File: src/rtl/step_sequencer.sv
`timescale 1ns/100ps
module step_sequencer #(
  parameter int STEP_W = 3,
  parameter int LAST   = 6
) (
  input  logic                 clk,
  input  logic                 rst_n,
  input  logic                 leq,
  input  logic                 iod,
  output logic [2**STEP_W-1:0] step_oh,
  output logic                 inc_pc,
  output logic                 ld_pc,
  output logic                 ld_xfr,
  output logic                 ld_a,
  output logic                 ld_b,
  output logic                 ld_out,
  output logic                 wr_ram,
  output logic                 ram_deny,
  output logic                 en_inp,
  output logic                 en_res,
  output logic                 sel_xfr
);
  localparam int NSTEP = 2**STEP_W;
  localparam logic [STEP_W-1:0] LAST_C = STEP_W'(LAST);

  logic [STEP_W-1:0] cnt;
  logic              ph;

  always_ff @(posedge clk or negedge rst_n)
    if (!rst_n)             cnt <= '0;
    else if (cnt == LAST_C) cnt <= '0;
    else                    cnt <= cnt + 1'b1;

  assign step_oh = NSTEP'(1) << cnt;

  // second half of a step, after memory data settles
  assign ph = rst_n & ~clk;

  wire opr = step_oh[1] | step_oh[3];

  assign sel_xfr  = rst_n & (opr | step_oh[5]);
  assign en_inp   = rst_n & opr & iod;
  assign en_res   = rst_n & step_oh[5];
  assign ram_deny = en_res | en_inp;

  assign ld_xfr = ph & (step_oh[0] | step_oh[2]);
  assign ld_a   = ph & step_oh[1];
  assign ld_b   = ph & step_oh[3];
  assign wr_ram = ph & step_oh[5] & ~iod;
  assign ld_out = ph & step_oh[5] & iod;
  assign inc_pc = ph & (step_oh[2] | step_oh[4] | (step_oh[6] & ~leq));
  assign ld_pc  = ph & step_oh[6] & leq;
endmodule

File: config.mk
export PLATFORM = sky130hd
export DESIGN_NAME = step_sequencer
export DESIGN_NICKNAME = d
export VERILOG_FILES = /design/src/rtl/step_sequencer.sv
export SDC_FILE = /design/constraint.sdc
export NUM_CORES = 1
export LEC_CHECK = 0
export BUFFER_PORTS_ARGS = -buffer_cell sky130_fd_sc_hd__buf_2
export CORE_AREA = 2 2 63 65
export DETAILED_ROUTE_END_ITERATION = 10
export DIE_AREA = 0 0 65 67
export PLACE_DENSITY_LB_ADDON = 0.15
export SYNTH_ARGS = -nofsm -noshare
export SYNTH_HDL_FRONTEND = slang
export SYNTH_SLANG_ARGS = --single-unit
export TNS_END_PERCENT = 20
File: constraint.sdc
create_clock -name clk -period 3.4 [get_ports clk]
set_input_delay 1.02 -clock clk [delete_from_list [all_inputs] [get_ports clk]]
set_output_delay 1.02 -clock clk [all_outputs]
set_load 0.01 [all_outputs]
==> impl_metrics.yaml <==
die:
  fp.dieW_um: 65
  fp.dieH_um: 67
  start_util_pct: 8.22
  fp.dieArea_um2: 4360
  io_pins: 23
  row_count: 22
  core_um2: 3610
clock_tree:
  clk_latency_ns: 0.32
  cts_tree: "built"
  path_clk_slew_ns: 0.03
  cts_hold_buf: 0
detailed_routing:
  vias_per_cell: 3.44
  firstDrtPassIters: 3
  drtIter0Drc: 9
  antenna_left: 0
  post-route-drc-count: 0
  vias: 420
  wire_per_inst_um: 10.3
  routed_wl_um: 1250
status:
  violations: "negative setup slack"
  status: "finished, violations left"
timing:
  setup_slack_ns: -0.0892
  tightest_slew_ns: 0.547
  skew_ns: 0.00311
  rsz0062_at_grt: "true"
  tns_ns: -0.230
  hold_viol: 0
  setup_viol: 4
  slew_violations: 0
  slew_headroom_pct: 63.5
grt:
  grt_pass1_wl_um: 1900
  grt.total_usage_pct: 7.26
  grt_pass1_vias: 494
  antenna_found_initial: 0
  grt-ovfl-total: 0
  grt_start_max_net_pins: 14
logic_synthesis:
  syn_avg_cell_area_um2: 7.41
  postSynthCellCount: 40
  yosysUniqueCellTypes: 21
  syn_nets: 46
  yosysWarnings: 0
  synth.ff_latch_count: 3
  synth_area_um2: 297
  seq_area_frac_synth_pct: 25.3
placement:
  place_congestion: 0.628
  pre_cts_slack_ns: 0.226
  hpwl_um: 897
  place_area_um2: 454
  io_buffers: 22
power_and_ir_drop:
  sw_frac_of_total_pct: 27.2
  combinationalPowerShare_pct: 1.2
  internal_power_mw: 0.319
  seqPwrFrac_pct: 8.2
  ir_drop_mv: 0.203
  p_clk_share_pct: 90.6
  power_density_nw_per_um2: 657
  p_sw_mw: 0.119
  power_mw: 0.439
  p_leak_nw: 0.340
worst_setup_path:
  critPathMostFrequentCell: "buf_8"
  crit_fanout: 3
  startpoint_type: "clock port"
  path_delay_family: "buffers and inverters"
  slowest_delay_ns: 0.15
  cp_data_required_time_ns: 2.38
  path_class: "clk2out"
  crit_chain: "buf_8, buf_8, nand2b_4, buf_8, nor3_4, buf_2"
  cpMaxStageDelayCell: "nand2b_4"
  arrival_ns: 2.47
  critPathBufInv: 4
  end_kind: "output port"
final_layout:
  final_nets: 79
  largest_register_ffs: 3
  regMostFlops: "cnt"
  layout-drive-gt1-share_pct: 58.1
  final_cell_mix: "buf_2, nor2_1, clkbuf_8"
  top_regs: "cnt: 3 flops"
  num_antenna_cells: 0
  layout_commonest_cell: "buf_2"
  area_growth_pct: 125
  final_cell_area_um2: 668
flow_run:
  cap_violations: 0
min_path:
  hold_class: "in2async"
-- what timing repair did --
action                     CTS  global route
resized for setup            5             9
buffers inserted             1             1
pin swaps                    2             2
setup endpoints to repair    7             5
cloned                       0             0
-- cell usage after synthesis, drive strengths merged --
| cell type | instances | area [um^2] |
|---|---|---|
| nor2 | 8 | 32.5 |
| nor3 | 5 | 25.0 |
| dfrtp | 3 | 75.1 |
| inv | 3 | 11.3 |
| nand2b | 3 | 18.8 |
| o21ai | 3 | 15.0 |
| and2 | 2 | 12.5 |
| buf | 2 | 12.5 |
| ha | 2 | 25.0 |
| nand2 | 2 | 7.51 |
| nor4 | 2 | 18.8 |
| a21boi | 1 | 7.51 |
| a21oi | 1 | 5.00 |
| nand3 | 1 | 5.00 |
| nor4b | 1 | 15.0 |
| o211a | 1 | 10.0 |
-- per-layer routing --
layer | part of all wire (%) | track usage [%]
met1 | 41 | 5.84
met2 | 47 | 6.57
met3 | 12 | 9.12
met4 | 0.40 | 10.9
met5 | 0 | 0
-- worst paths after layout --
path	start	to	slack, ns	depth (start not counted)
setup reg to reg	cnt[2]	cnt[2]	2.13	3
max in group asynchronous	rst_n	cnt[2]	2.69	1
min in group clk	cnt[1]	cnt[0]	0.61	1
setup / recovery	clk	inc_pc	-0.09	6
hold / removal	rst_n	cnt[0]	0.54	1
hold reg to reg	cnt[1]	cnt[0]	0.61	1
-- cell families after synthesis --
kind of cell / count (synthesis) / share of synthesized area, %
compound gates: 6 / 12.7
fa+ha+maj: 2 / 8.44
flops: 3 / 25.3
simple gates: 24 / 45.6
buf+inv: 5 / 8.02
-- power by group through the flow --
stage | Sequential, mW | Clock, mW | Combinational, mW
floorplan | 0.0364 | 0.0180 | 0.000639
global route | 0.0359 | 0.421 | 0.00587
CTS | 0.0360 | 0.360 | 0.00523
detailed placement | 0.0364 | 0.0232 | 0.00470
finish | 0.0360 | 0.398 | 0.00509
global placement | 0.0364 | 0.0232 | 0.00468
-- per-stage QoR --
| step | hold slack [ns] | util (%) | instances |
|---|---|---|---|
| final | 0.538 | 18.5 | 122 |
| after global routing | 0.531 | 18.5 | 122 |
| after CTS | 0.539 | 17.5 | 121 |
| after detailed placement | 0.581 | 12.6 | 108 |
| after global placement | 0.581 | 12.6 | 108 |
| after floorplan | 0.504 | - | 40 |
-- final cells by class --
class	count	area (um^2)
Multi-Input combinational cell	32	249
Sequential cell	3	75.1
Clock buffer	20	193
Tap cell	48	60.1
Inverter	3	11.3
Timing Repair Buffer	15	75.1
Clock inverter	1	5.00
Fill cell	409	2940
Power figures use the tool's default switching activity.
